===== config.mk =====
export PLATFORM = sky130hd
export DESIGN_NAME = rp_evt_counter
export DESIGN_NICKNAME = d
export VERILOG_FILES = /design/src/rtl/rp_evt_pkg.sv /design/src/rtl/rp_len_cmp.sv /design/src/rtl/rp_src_filter.sv /design/src/rtl/rp_sat_counter.sv /design/src/rtl/rp_evt_counter.sv
export SDC_FILE = /design/constraint.sdc
export NUM_CORES = 1
export LEC_CHECK = 0
export ABC_AREA = 0
export CORE_MARGIN = 2
export CORE_UTILIZATION = 40
export CTS_CLUSTER_DIAMETER = 50
export DETAILED_ROUTE_END_ITERATION = 10
export GPL_TIMING_DRIVEN = 0
export PLACE_DENSITY = 0.69
export SLEW_MARGIN = 20
export SYNTH_ARGS = -nofsm -noshare
export SYNTH_HDL_FRONTEND = slang
export SYNTH_SLANG_ARGS = --single-unit
export TNS_END_PERCENT = 50

===== constraint.sdc =====
create_clock -name clk -period 2.4 [get_ports clk]
set_clock_uncertainty 0.15 [all_clocks]
set_input_delay 0.48 -clock clk [delete_from_list [all_inputs] [get_ports clk]]
set_output_delay 0.48 -clock clk [all_outputs]
set_load 0.005 [all_outputs]

===== src/rtl/rp_evt_pkg.sv =====
package rp_evt_pkg;
  localparam int RID_W = 16;

  typedef enum logic {
    DIR_ABOVE = 1'b0,
    DIR_BELOW = 1'b1
  } cmp_dir_e;
endpackage


===== src/rtl/rp_len_cmp.sv =====
module rp_len_cmp
  import rp_evt_pkg::*;
#(
  parameter int LEN_W = 12
) (
  input  logic [LEN_W-1:0] len_i,
  input  logic [LEN_W-1:0] lim_i,
  input  cmp_dir_e         dir_i,
  output logic             hit_o
);
  // Strict comparison in both directions: equality never hits.
  always_comb begin
    if (dir_i == DIR_BELOW) hit_o = (len_i < lim_i);
    else                    hit_o = (len_i > lim_i);
  end
endmodule


===== src/rtl/rp_src_filter.sv =====
module rp_src_filter
  import rp_evt_pkg::*;
#(
  parameter int NUM_PORTS = 4,
  localparam int PIDX_W   = (NUM_PORTS > 1) ? $clog2(NUM_PORTS) : 1
) (
  input  logic [NUM_PORTS-1:0] mask_i,
  input  logic                 rid_en_i,
  input  logic [RID_W-1:0]     rid_i,
  input  logic                 vld_i,
  input  logic [PIDX_W-1:0]    port_i,
  input  logic [RID_W-1:0]     ev_rid_i,
  output logic                 pass_o
);
  logic [NUM_PORTS-1:0] port_hit;
  logic                 rid_ok;

  // Decode the port index against the mask, one lane per port.
  for (genvar p = 0; p < NUM_PORTS; p++) begin : g_port
    assign port_hit[p] = mask_i[p] & (port_i == PIDX_W'(p));
  end

  always_comb begin
    rid_ok = ~rid_en_i | (ev_rid_i == rid_i);
    pass_o = vld_i & rid_ok & (|port_hit);
  end
endmodule


===== src/rtl/rp_sat_counter.sv =====
module rp_sat_counter #(
  parameter int CNT_W = 32
) (
  input  logic             clk,
  input  logic             rst_ni,
  input  logic             clr_i,
  input  logic             inc_i,
  output logic [CNT_W-1:0] cnt_o,
  output logic             ovf_o
);
  localparam logic [CNT_W-1:0] CNT_MAX = '1;

  logic [CNT_W-1:0] cnt_q, cnt_d;
  logic             ovf_q, ovf_d;
  logic             cnt_ce;

  always_comb begin
    cnt_d  = cnt_q;
    ovf_d  = ovf_q;
    cnt_ce = clr_i | (inc_i & (cnt_q != CNT_MAX));
    if (clr_i) begin
      cnt_d = '0;
      ovf_d = 1'b0;
    end else if (inc_i && (cnt_q != CNT_MAX)) begin
      cnt_d = cnt_q + 1'b1;
      if (cnt_d == CNT_MAX) ovf_d = 1'b1;
    end
  end

  always_ff @(posedge clk or negedge rst_ni) begin
    if (!rst_ni) begin
      cnt_q <= '0;
      ovf_q <= 1'b0;
    end else if (cnt_ce) begin
      cnt_q <= cnt_d;
      ovf_q <= ovf_d;
    end
  end

  assign cnt_o = cnt_q;
  assign ovf_o = ovf_q;
endmodule


===== src/rtl/rp_evt_counter.sv =====
module rp_evt_counter
  import rp_evt_pkg::*;
#(
  parameter int NUM_PORTS = 4,
  parameter int LEN_W     = 12,
  parameter int CNT_W     = 32,
  localparam int PIDX_W   = (NUM_PORTS > 1) ? $clog2(NUM_PORTS) : 1
) (
  input  logic                 clk,
  input  logic                 rst_n,
  input  logic                 cfg_en,
  input  logic [NUM_PORTS-1:0] cfg_port_mask,
  input  logic                 cfg_rid_en,
  input  logic [RID_W-1:0]     cfg_rid,
  input  logic                 cfg_trig_mode,
  input  logic [LEN_W-1:0]     cfg_trig_len,
  input  logic                 cfg_thr_mode,
  input  logic [LEN_W-1:0]     cfg_thr_len,
  input  logic                 ev_vld,
  input  logic [PIDX_W-1:0]    ev_port,
  input  logic [RID_W-1:0]     ev_rid,
  input  logic [LEN_W-1:0]     ev_len,
  output logic [CNT_W-1:0]     cnt_val,
  output logic                 cnt_ovf,
  output logic                 monitor_armed
);
  // Reset: asserted asynchronously, released after two clock edges.
  logic [1:0] rst_sync_q;
  logic       rst_int_n;

  always_ff @(posedge clk or negedge rst_n) begin
    if (!rst_n) rst_sync_q <= 2'b00;
    else        rst_sync_q <= {rst_sync_q[0], 1'b1};
  end
  assign rst_int_n = rst_sync_q[1];

  logic en_q;
  logic armed_q, armed_d, armed_ce;
  logic start, run;
  logic src_pass, trig_hit, thr_hit, fire, cnt_inc;

  rp_src_filter #(.NUM_PORTS(NUM_PORTS)) u_filt (
    .mask_i   (cfg_port_mask),
    .rid_en_i (cfg_rid_en),
    .rid_i    (cfg_rid),
    .vld_i    (ev_vld),
    .port_i   (ev_port),
    .ev_rid_i (ev_rid),
    .pass_o   (src_pass)
  );

  rp_len_cmp #(.LEN_W(LEN_W)) u_trig_cmp (
    .len_i (ev_len),
    .lim_i (cfg_trig_len),
    .dir_i (cmp_dir_e'(cfg_trig_mode)),
    .hit_o (trig_hit)
  );

  rp_len_cmp #(.LEN_W(LEN_W)) u_thr_cmp (
    .len_i (ev_len),
    .lim_i (cfg_thr_len),
    .dir_i (cmp_dir_e'(cfg_thr_mode)),
    .hit_o (thr_hit)
  );

  always_comb begin
    start   = cfg_en & ~en_q;
    run     = cfg_en & en_q;
    fire    = run & src_pass & trig_hit;
    cnt_inc = run & src_pass & thr_hit & (armed_q | fire);
    armed_d  = armed_q;
    armed_ce = 1'b0;
    if (start || !cfg_en) begin
      armed_d  = 1'b0;
      armed_ce = armed_q;
    end else if (fire) begin
      armed_d  = 1'b1;
      armed_ce = ~armed_q;
    end
  end

  always_ff @(posedge clk or negedge rst_int_n) begin
    if (!rst_int_n) begin
      en_q    <= 1'b0;
      armed_q <= 1'b0;
    end else begin
      en_q <= cfg_en;
      if (armed_ce) armed_q <= armed_d;
    end
  end

  rp_sat_counter #(.CNT_W(CNT_W)) u_cnt (
    .clk    (clk),
    .rst_ni (rst_int_n),
    .clr_i  (start),
    .inc_i  (cnt_inc),
    .cnt_o  (cnt_val),
    .ovf_o  (cnt_ovf)
  );

  assign monitor_armed = armed_q;
endmodule


After elaboration in Yosys (flattened, before gate mapping) --
Index checks and enable logic that the tools add are counted.
Storage, ports and cells: flip-flop bits (word level) 37, output and inout bits 34, logic and storage cells 57
Operators by class: add/subtract/negate cells 1, $lt $le $gt $ge 4, eq/ne operators 6, muxes and demuxes 11, bitwise logic cells 19, reductions and logical operators 11
Operators with widths (number):
- 2-to-1 mux 32 bit | 2
- adder 32 x 1 -> 32 bit, second input constant | 1
- == test 32 bit, second input constant | 1
- != test 32 bit, second input constant | 1
- greater-than comparator 12 bit | 2
- less-than comparator 12 bit | 2
- == test 16 bit | 1
- AND 1 bit | 13
- 2-to-1 mux 1 bit | 9
- nonzero test 2 bit | 3
- == test 2 bit, second input constant | 2
- AND reduction 2 bit | 2
- OR reduction 4 bit | 1
- NOT 1 bit | 3
- OR 1 bit | 3
- AND reduction 3 bit | 1
- == test 2 x 1 -> 1 bit, second input constant | 1
- logical NOT 2 bit | 1
- logical AND 1 bit | 1
- logical NOT 1 bit | 1
- logical OR 1 bit | 1

Longest topological paths before layout --
Gate-level depths: netlist of the first run.
depth in word-level cells 11, gate-level depth with buffers 11, mapped depth without buffers 9

By module --
From an unflattened synthesis of the first run, not the netlist that was laid out.
Unflattened totals: cells, all modules 361, area, all modules 3106.7 um^2
Modules (own cells, without submodules):
- rp_sat_counter | instances 1, cells each 239, area an instance 2103.3 um^2, seq. area each 825.8 um^2
- rp_len_cmp | instances 2, cells each 43, area an instance 316.6 um^2, seq. area each 0.0 um^2
- rp_src_filter | instances 1, cells each 24, area an instance 227.7 um^2, seq. area each 0.0 um^2
- rp_evt_counter | instances 1, cells each 12, area an instance 142.6 um^2, seq. area each 100.1 um^2

Worst setup path after synthesis of the first run --
OpenSTA, ideal clock, no wires.
path type input port to flip-flop, start input cfg_thr_len[1], end register u_cnt.cnt_q[2] (netlist: u_cnt.cnt_o[2]), setup time 0.126 ns, arrival time 2.520 ns, data required time 2.124 ns, setup slack -0.396 ns, stages 10, buffers on the path 1, path through inv_1 > ha_1 > nor2b_1 > o211ai_1 > a211o_1 > a311o_1 > a221oi_4 > a21boi_4 > buf_2 > a221o_1
Between the ends: word-level cells in the longest chain between the ends 7, elaborated cells on any way between the ends 10
Ends and longest elaborated chain:
- from (decl) | line rp_evt_counter.sv:18 | input logic [LEN_W-1:0] cfg_thr_len,
- greater-than comparator 12 bit or less-than comparator 12 bit (tied branches) | line rp_len_cmp.sv:14, rp_len_cmp.sv:13
- 2-to-1 mux 1 bit * | line rp_len_cmp.sv:13 | if (dir_i == DIR_BELOW) hit_o = (len_i < lim_i);
- AND 1 bit * (2 in a row) | line rp_evt_counter.sv:70 | cnt_inc = run & src_pass & thr_hit & (armed_q | fire);
- AND 1 bit or logical AND 1 bit (tied branches) | line rp_sat_counter.sv:20, rp_sat_counter.sv:24
- OR 1 bit or nonzero test 2 bit (tied branches)
- AND reduction 2 bit (no source line) *
- to (signal assigned) | line rp_sat_counter.sv:35 | cnt_q <= cnt_d;
- to (decl) | line rp_sat_counter.sv:13 | logic [CNT_W-1:0] cnt_q, cnt_d;
Mark *: on every way between the ends. The rest lies on a longest branch, timed or not. A chain may end at the register's enable or synchronous reset.

Worst setup path in the final report of the first run --
start input ev_len[10], end register u_cnt.cnt_q[1] (netlist: u_cnt.cnt_o[1])
Between the ends: word-level cells in the longest chain between the ends 8, elaborated cells on any way between the ends 15
Ends and longest elaborated chain:
- from (decl) | line rp_evt_counter.sv:22 | input logic [LEN_W-1:0] ev_len,
- greater-than comparator 12 bit or less-than comparator 12 bit (tied branches) | line rp_len_cmp.sv:14, rp_len_cmp.sv:13
- 2-to-1 mux 1 bit | line rp_len_cmp.sv:13
- AND 1 bit | line rp_evt_counter.sv:69 | fire = run & src_pass & trig_hit;
- OR 1 bit | line rp_evt_counter.sv:70
- AND 1 bit * | line rp_evt_counter.sv:70
- AND 1 bit or logical AND 1 bit (tied branches) | line rp_sat_counter.sv:20, rp_sat_counter.sv:24
- OR 1 bit or nonzero test 2 bit (tied branches)
- AND reduction 2 bit (no source line) *
Marked as above.

==> metrics, run 1 <==
CTS tree=yes; RSZ-0062 raised after global routing=yes; Die Ht=slightly above 90 um; Initial Utilization=0.412; final hold slack=-16.9 ps; Post-synth EDFFs=0; Skew-Pair Late Insertion Delay=300 ps; hold_buf cts=0; ANT nets after route=0; hpwl dp=about 7600 um; Synth Area in Adders=0.103; Final WS setup=-301 ps; Worst setup SP type=input pin; Post-Syn Area per Cell=8.64 um^2; DR top layer=met4; static leakage=around 2.5 nW; Max rail drop VDD=about 0.00022 V; routed wl met3=just under 900 um; routability cong.=0.830; Global Route Usage Sum=0.264; Starting DRT DRC Count=about 270; critical path type=input pin to register; FF+latch area=942 um^2; Mapped Cells=367; multiplexer share of the synthesized area=0.0103; Die X=between 90 and 100 um; Power Dens Cells=around 300 mW/mm^2; simple logic cell fraction of the synthesized area=0.270; CTS buffer count=5; share of cells above drive strength 1=0.393; IO Count=115; Hold WC Path Type=register to async pin; row cnt=32; largest net degree at the start of global routing=26; Detailed Route WL=around 12000 um; I/O Buffers=between 100 and 150; Fillers=between 500 and 600; initial antenna violation count=0; CTS sink cnt=37; wire per inst=roughly 18 um; Synth Area in Compound Gates=0.216; post-synth cell types=between 50 and 60; XOR/XNOR Fraction of Synth Area=0.0580; Fmax=approximately 370 MHz; share of the clock period used by the worst path=1.13; Max Buffers Root-to-Sink=2; worst slew pin tran=488 ps; Multi-input gate area=~0.0026 mm^2; status=finished, violations left; sequential element share of the synthesized area=0.292; Period minus WS final=about 2700 ps; Placed Cells=approximately 580; failing checks=negative hold slack, negative setup slack; clock-pin slew on the worst setup and hold paths=90 ps; count of final hold-check violations=1; Area Overhead vs Synth=80.9%; Mapped Nets=474; count of final setup violators=33; Final nets=approximately 650; Core ar.=a little under 0.008 mm^2; Synth Flop Type=dfrtp_1; #FFs+latches synth=37; Syn Std Cell Area=about 0.0032 mm^2; H-tree depth=2; largest family of logic cells by synthesized area=simple AND/OR/NAND/NOR gates; CTS root buf=clkbuf_8; ys async rst share=1.00; vias in the first global route=3634; Worst setup EP type=register; CP Data Arrival Time=2760 ps; via count=between 3k and 4k; max-cap viol count=0; Initial DRT Pass Iterations=5; WL met2=roughly 5700 um; wire length of the first global-routing pass=roughly 18000 um; Slew Limit Fails=0; warning count from the yosys run=0; drt drc=0; Worst slew margin=0.672; wire length on met1=around 5000 um; pre-CTS setup slack=-1200 ps; die area=between 0.008 and 0.009 mm^2; peak fanout along the critical path=5; vias per cell=5.84; critical path required time=approximately 2500 ps; grt ovf=0; antenna cells=0; Layout Cells excl Fill=roughly 640
-- through the flow --
stage / utilization / total power [mW] / cell area, um^2 / TNS (ps)
final: 0.746 / 1.73 / 5730 / -8150
after global routing: 0.746 / 1.80 / 5730 / -10630
after CTS: 0.697 / 1.68 / 5360 / -8220
after detailed placement: 0.587 / 0.999 / 4510 / -36420
after global placement: 0.584 / 0.987 / 4490 / -35630
after floorplan: - / 0.800 / 3220 / -7070
-- placed cells by master, fill, tap and decap left out, types with 4 or more instances in the layout --
master / Yosys / routed
clkdlybuf4s50_1: 0 / 54
buf_4: 1 / 43
nand2_1: 40 / 40
dfrtp_1: 37 / 24
dlymetal6s2s_1: 0 / 22
ha_4: 0 / 21
inv_2: 0 / 18
nand4_1: 18 / 18
a21o_1: 18 / 18
xnor2_1: 17 / 17
buf_6: 0 / 17
a211oi_2: 0 / 14
nand3_1: 14 / 13
dfrtp_2: 0 / 13
a221o_1: 12 / 12
o21ai_0: 16 / 11
or2_2: 11 / 11
buf_2: 5 / 11
inv_1: 28 / 9
a21oi_1: 11 / 9
dlygate4sd2_1: 0 / 9
nor2_1: 9 / 8
nor3_1: 17 / 8
or3_1: 9 / 8
clkbuf_8: 0 / 7
nor3_2: 2 / 6
buf_12: 0 / 6
clkdlybuf4s15_1: 0 / 6
nor3_4: 0 / 5
buf_8: 0 / 4
a211oi_1: 18 / 4
xor2_1: 4 / 4
ha_1: 26 / 4
-- cell families (layout without fill, tap and decap cells) --
kind of cell,after synthesis,count (layout)
muxes,2,2
xor gates and xnor gates,21,21
AOI/OAI and AO/OA,90,90
adders and majority gates,26,26
buffers and inverters,39,214
other,1,1
DFF,37,37
and+or+nand+nor,151,151
-- final timing paths --
| path | startpoint | to | slack [ps] | cells after the start |
|---|---|---|---|---|
| setup / recovery | ev_len[10] | u_cnt.cnt_o[1]$_DFFE_PN0P_ | -300 | 11 |
| hold / removal | rst_sync_q[1]$_DFF_PN0_ | u_cnt.cnt_o[30]$_DFFE_PN0P_ | -20 | 0 |
| setup reg to reg | u_cnt.cnt_o[1]$_DFFE_PN0P_ | u_cnt.ovf_o$_DFFE_PN0P_ | -270 | 8 |
| hold reg to reg | rst_sync_q[1]$_DFF_PN0_ | u_cnt.cnt_o[30]$_DFFE_PN0P_ | -20 | 0 |
| max in group asynchronous | rst_sync_q[1]$_DFF_PN0_ | u_cnt.cnt_o[10]$_DFFE_PN0P_ | 1650 | 1 |
| min in group clk | rst_sync_q[0]$_DFF_PN0_ | rst_sync_q[1]$_DFF_PN0_ | 210 | 0 |
-- state kept, by name, indices dropped and copies added, names as in the netlist --
signal,cells
en_q,1
monitor_armed,1
rst_sync_q,2
u_cnt.cnt_o,32
u_cnt.ovf_o,1
-- routing by layer --
layer,vias to the layer above,track usage
met5,-,0
met3,48,0.0596
li1,1718,-
met1,1796,0.335
met2,198,0.447
met4,0,0.0821
-- synthesized netlist by cell type, types with 11 or more instances --
library cell / n / area share
nor3_1: 17 / 0.027
nand3_1: 14 / 0.022
a21o_1: 18 / 0.043
nand2_1: 40 / 0.047
or2_2: 11 / 0.022
a211oi_1: 18 / 0.043
a21oi_1: 11 / 0.017
inv_1: 28 / 0.033
o21ai_0: 16 / 0.025
xnor2_1: 17 / 0.047
ha_1: 26 / 0.10
nand4_1: 18 / 0.036
dfrtp_1: 37 / 0.29
a221o_1: 12 / 0.038
-- power by group --
part | internal [mW] | switching, mW | total, mW | leakage, nW
Sequential | 0.627 | 0.00615 | 0.633 | 0.489
Combinational | 0.281 | 0.228 | 0.509 | 1.99
Clock | 0.338 | 0.248 | 0.587 | 0.0574
-- critical path, stage by stage --
cell and delay (ps):
buf_8 100, ha_4 260, nand4_1 160, buf_4 190, nand2b_4 140, a311o_1 410, a221o_1 380, buf_6 150
nor2_4 140, buf_6 150, mux2i_1 180
-- what timing repair did --
| action | 4_1_cts | 5_1_grt |
|---|---|---|
| gates cloned | 4 | 1 |
| buffers inserted | 37 | 13 |
| pin swaps | 55 | 38 |
| endpoints found under the setup margin | 33 | 33 |
| resized for setup | 207 | 78 |
-- layout make-up --
cell class / instances / area share
flip-flops and latches: 37 / 0.164
inverters: 28 / 0.0205
multi-input cells: 291 / 0.458
clock inverters: 2 / 0.00655
clock buffers: 6 / 0.0144
repair buffers: 170 / 0.294
well taps: 102 / 0.0223
plain buffers: 8 / 0.0199
Power figures use the tool's default switching activity.
==> run 2: changes to the inputs <==
--- a/config.mk
+++ b/config.mk
@@ -6,14 +6,15 @@
 export NUM_CORES = 1
 export LEC_CHECK = 0
 export ABC_AREA = 0
-export CORE_MARGIN = 2
 export CORE_UTILIZATION = 40
 export CTS_CLUSTER_DIAMETER = 50
 export DETAILED_ROUTE_END_ITERATION = 10
 export GPL_TIMING_DRIVEN = 0
 export PLACE_DENSITY = 0.69
+export SETUP_SLACK_MARGIN = 0.3
 export SLEW_MARGIN = 20
 export SYNTH_ARGS = -nofsm -noshare
 export SYNTH_HDL_FRONTEND = slang
+export SYNTH_HIERARCHICAL = 1
 export SYNTH_SLANG_ARGS = --single-unit
 export TNS_END_PERCENT = 50
==> run 2 against run 1 <==
  * The run ends with negative setup slack left
  * Setup slack got worse by 460 ps
  * First-iteration DRC count rose by 15%
  * Wire length fell by 22%
  * Utilization fell by 4.8 points
  * Count of clock-buffer cells in the layout did not move
  * Non-clock buffer count fell by 37
  * Worst hold slack improved by 53 ps
  * Combinational power fell by 26%
  * Critical path type unchanged
  * Highest routed layer unchanged
==> metrics, run 2 <==
status=finished, violations left (unchanged); failing checks=negative setup slack (was negative hold slack, negative setup slack); CTS buffer count=5 (unchanged); vias per cell=5.36 (was 5.84); RSZ-0062 raised after global routing=yes (unchanged); clock-pin slew on the worst setup and hold paths=70 ps (was 90 ps); critical path required time=2410 ps (was 2460 ps); via count=3185 (was 3760); Core ar.=0.00737 mm^2 (was 0.00769 mm^2); Die X=90.1 um (was 93.0 um); CTS tree=yes (unchanged); share of cells above drive strength 1=0.267 (was 0.393); post-synth cell types=50 (was 51); max FFs per register=32 (unchanged); DP Area=0.00455 mm^2 (was 0.00451 mm^2); Initial Utilization=0.422 (was 0.412); Mapped Cells=361 (was 367); Detailed Route WL=9320 um (was 11900 um); #FFs+latches synth=37 (unchanged); Final nets=601 (was 648); count of final hold-check violations=0 (was 1); vias in the first global route=3063 (was 3634); routability cong.=0.897 (was 0.830); sequential element share of the synthesized area=0.298 (was 0.292); die area=0.00812 mm^2 (was 0.00865 mm^2); antenna cells=0 (unchanged); ys async rst share=1.00 (unchanged); Global Route Usage Sum=0.233 (was 0.264); worst slew pin tran=842 ps (was 488 ps); hpwl dp=6950 um (was 7590 um); Fmax=316 MHz (was 370 MHz); largest net degree at the start of global routing=22 (was 26); H-tree depth=2 (unchanged); warning count from the yosys run=6 (was 0); Die Ht=90.1 um (was 93.0 um); Post-Syn Area per Cell=8.61 um^2 (was 8.64 um^2); share of the clock period used by the worst path=1.32 (was 1.13); fin util=0.698 (was 0.746); Design Power=1.43 mW (was 1.73 mW); Worst setup EP type=register (unchanged); ANT nets after route=0 (unchanged); Hold WC Path Type=register to async pin (unchanged); wire per inst=15.7 um (was 18.5 um); I/O Buffers=114 (unchanged); peak fanout along the critical path=8 (was 5); Worst setup SP type=input pin (unchanged); row cnt=31 (was 32); Power Dens Cells=279 mW/mm^2 (was 301 mW/mm^2); Post-synth top cells=37 x dfrtp_1, 34 x nand2_1, 34 x nor2_1 (was 40 x nand2_1, 37 x dfrtp_1, 28 x inv_1); initial antenna violation count=0 (unchanged); wire length of the first global-routing pass=15200 um (was 18100 um); count of final setup violators=33 (unchanged); max-cap viol count=0 (unchanged); Syn Std Cell Area=0.00311 mm^2 (was 0.00317 mm^2); Synth Flop Type=dfrtp_1 (unchanged); Slew Limit Fails=0 (unchanged); Max Buffers Root-to-Sink=2 (unchanged); static leakage=2.21 nW (was 2.53 nW); IO Count=115 (unchanged); CTS root buf=clkbuf_8 (unchanged); Mapped Nets=468 (was 474); Area Overhead vs Synth=65.6% (was 80.9%); most common cell in the netlist=dfrtp_1 (was nand2_1); Final WS setup=-762 ps (was -301 ps); Post-synth EDFFs=0 (unchanged); cells taking the most area after synthesis=dfrtp_1 30%, ha_1 10%, xor2_1 7.3% (was dfrtp_1 29%, ha_1 10%, nand2_1 4.7%); Max rail drop VDD=0.000332 V (was 0.000217 V); Starting DRT DRC Count=316 (was 274); final hold slack=36.2 ps (was -16.9 ps); pre-CTS setup slack=-1660 ps (was -1200 ps); grt ovf=0 (unchanged); Skew-Pair Late Insertion Delay=290 ps (was 300 ps); CTS sink cnt=37 (unchanged); most frequent cells in the layout=77 x clkdlybuf4s50_1, 36 x dfrtp_1, 32 x nor2_1 (was 54 x clkdlybuf4s50_1, 43 x buf_4, 40 x nand2_1); area fraction of the dominant cell type after synthesis=0.298 (was 0.292); final instance area=0.00514 mm^2 (was 0.00573 mm^2); drt drc=0 (unchanged); CP Data Arrival Time=3170 ps (was 2760 ps); Initial DRT Pass Iterations=6 (was 5); commonest non-fill, non-tap cell in the layout=clkdlybuf4s50_1 (unchanged); Yosys top cell by area=dfrtp_1 (unchanged); critical path type=input pin to register (unchanged); Worst slew margin=0.433 (was 0.672); Period minus WS final=3160 ps (was 2700 ps)
## run 2: cell count changes in the layout (fill, tap and decap cells not counted), sizes merged, moves of 10 or more
cell,previous run,this run
nor2,9,34
nor4,3,16
or2,14,1
xor2,4,26
a221o,12,2
dlygate4sd2,9,25
a211oi,18,1
a21o,18,2
clkdlybuf4s50,54,77
buf,82,24
dlymetal6s2s,22,0
## run 2: through the flow
step | instances | setup TNS [ps]
CTS | 593 | -19390
floorplan | 361 | -18230
finish | 594 | -19800
detailed placement | 575 | -49740
global placement | 574 | -49270
global route | 594 | -23770
## run 2: power by group
group          switching, mW  internal (mW)
sequential           0.00826          0.627
combinational          0.159          0.219
clock                  0.219          0.201
total                  0.386           1.05
## run 2: cells by family after synthesis
family / share of synthesized area
AND/OR/NAND/NOR: 0.269
XOR/XNOR: 0.144
buffers and inverters: 0.0801
AO/OA/AOI/OAI: 0.0882
flip-flops: 0.298
adder cells (fa/ha/maj): 0.105
multiplexers: 0.0145
other: 0.00121
## run 2: final timing paths
path | from | end | slack, ps | cells after the start
max | cfg_trig_len[3] | u_cnt/cnt_o[30]$_DFFE_PN0P_ | -760 | 15
min | rst_sync_q[1]$_DFF_PN0_ | u_cnt/cnt_o[5]$_DFFE_PN0P_ | 40 | 0
max reg2reg | u_cnt/cnt_o[17]$_DFFE_PN0P_ | u_cnt/cnt_o[10]$_DFFE_PN0P_ | -480 | 9
min reg2reg | rst_sync_q[1]$_DFF_PN0_ | u_cnt/cnt_o[5]$_DFFE_PN0P_ | 40 | 0
max in group asynchronous | rst_sync_q[1]$_DFF_PN0_ | u_cnt/cnt_o[23]$_DFFE_PN0P_ | 1640 | 1
min in group clk | rst_sync_q[0]$_DFF_PN0_ | rst_sync_q[1]$_DFF_PN0_ | 210 | 0
## run 2: cell type report
type | count | area [um^2]
Fill cell | 606 | 2230
Clock buffer | 6 | 72.6
Sequential cell | 37 | 927
Inverter | 32 | 143
Tap cell | 99 | 124
Clock inverter | 2 | 10.0
Buffer | 15 | 175
Multi-Input combinational cell | 277 | 2450
Timing Repair Buffer | 126 | 1240
## run 2: metal layers
| metal | track usage | part of all wire | vias up |
|---|---|---|---|
| li1 | - | - | 1526 |
| met1 | 0.304 | 0.42 | 1519 |
| met2 | 0.393 | 0.51 | 112 |
| met3 | 0.0347 | 0.045 | 28 |
| met4 | 0.0766 | 0.024 | 0 |
| met5 | 0 | 0 | - |
## run 2: repair_timing
action,4_1_cts,5_1_grt
hold endpoints to repair,0,0
buffers inserted,9,0
pin swaps,52,22
endpoints found under the setup margin,34,34
gates cloned,1,1
hold buffers,0,0
gates resized for setup,154,16
## run 2: worst max-delay path, stage by stage
cell      delay (ps)
buf_6            100
inv_4             50
ha_4             190
and3_4           170
a221o_1          330
a221oi_2         280
mux2_4           230
nor2_4            40
nor3_2           160
inv_2             70
or4_4            520
buf_8            160
nor3b_4          190
xnor2_1          150
nor2_1            60
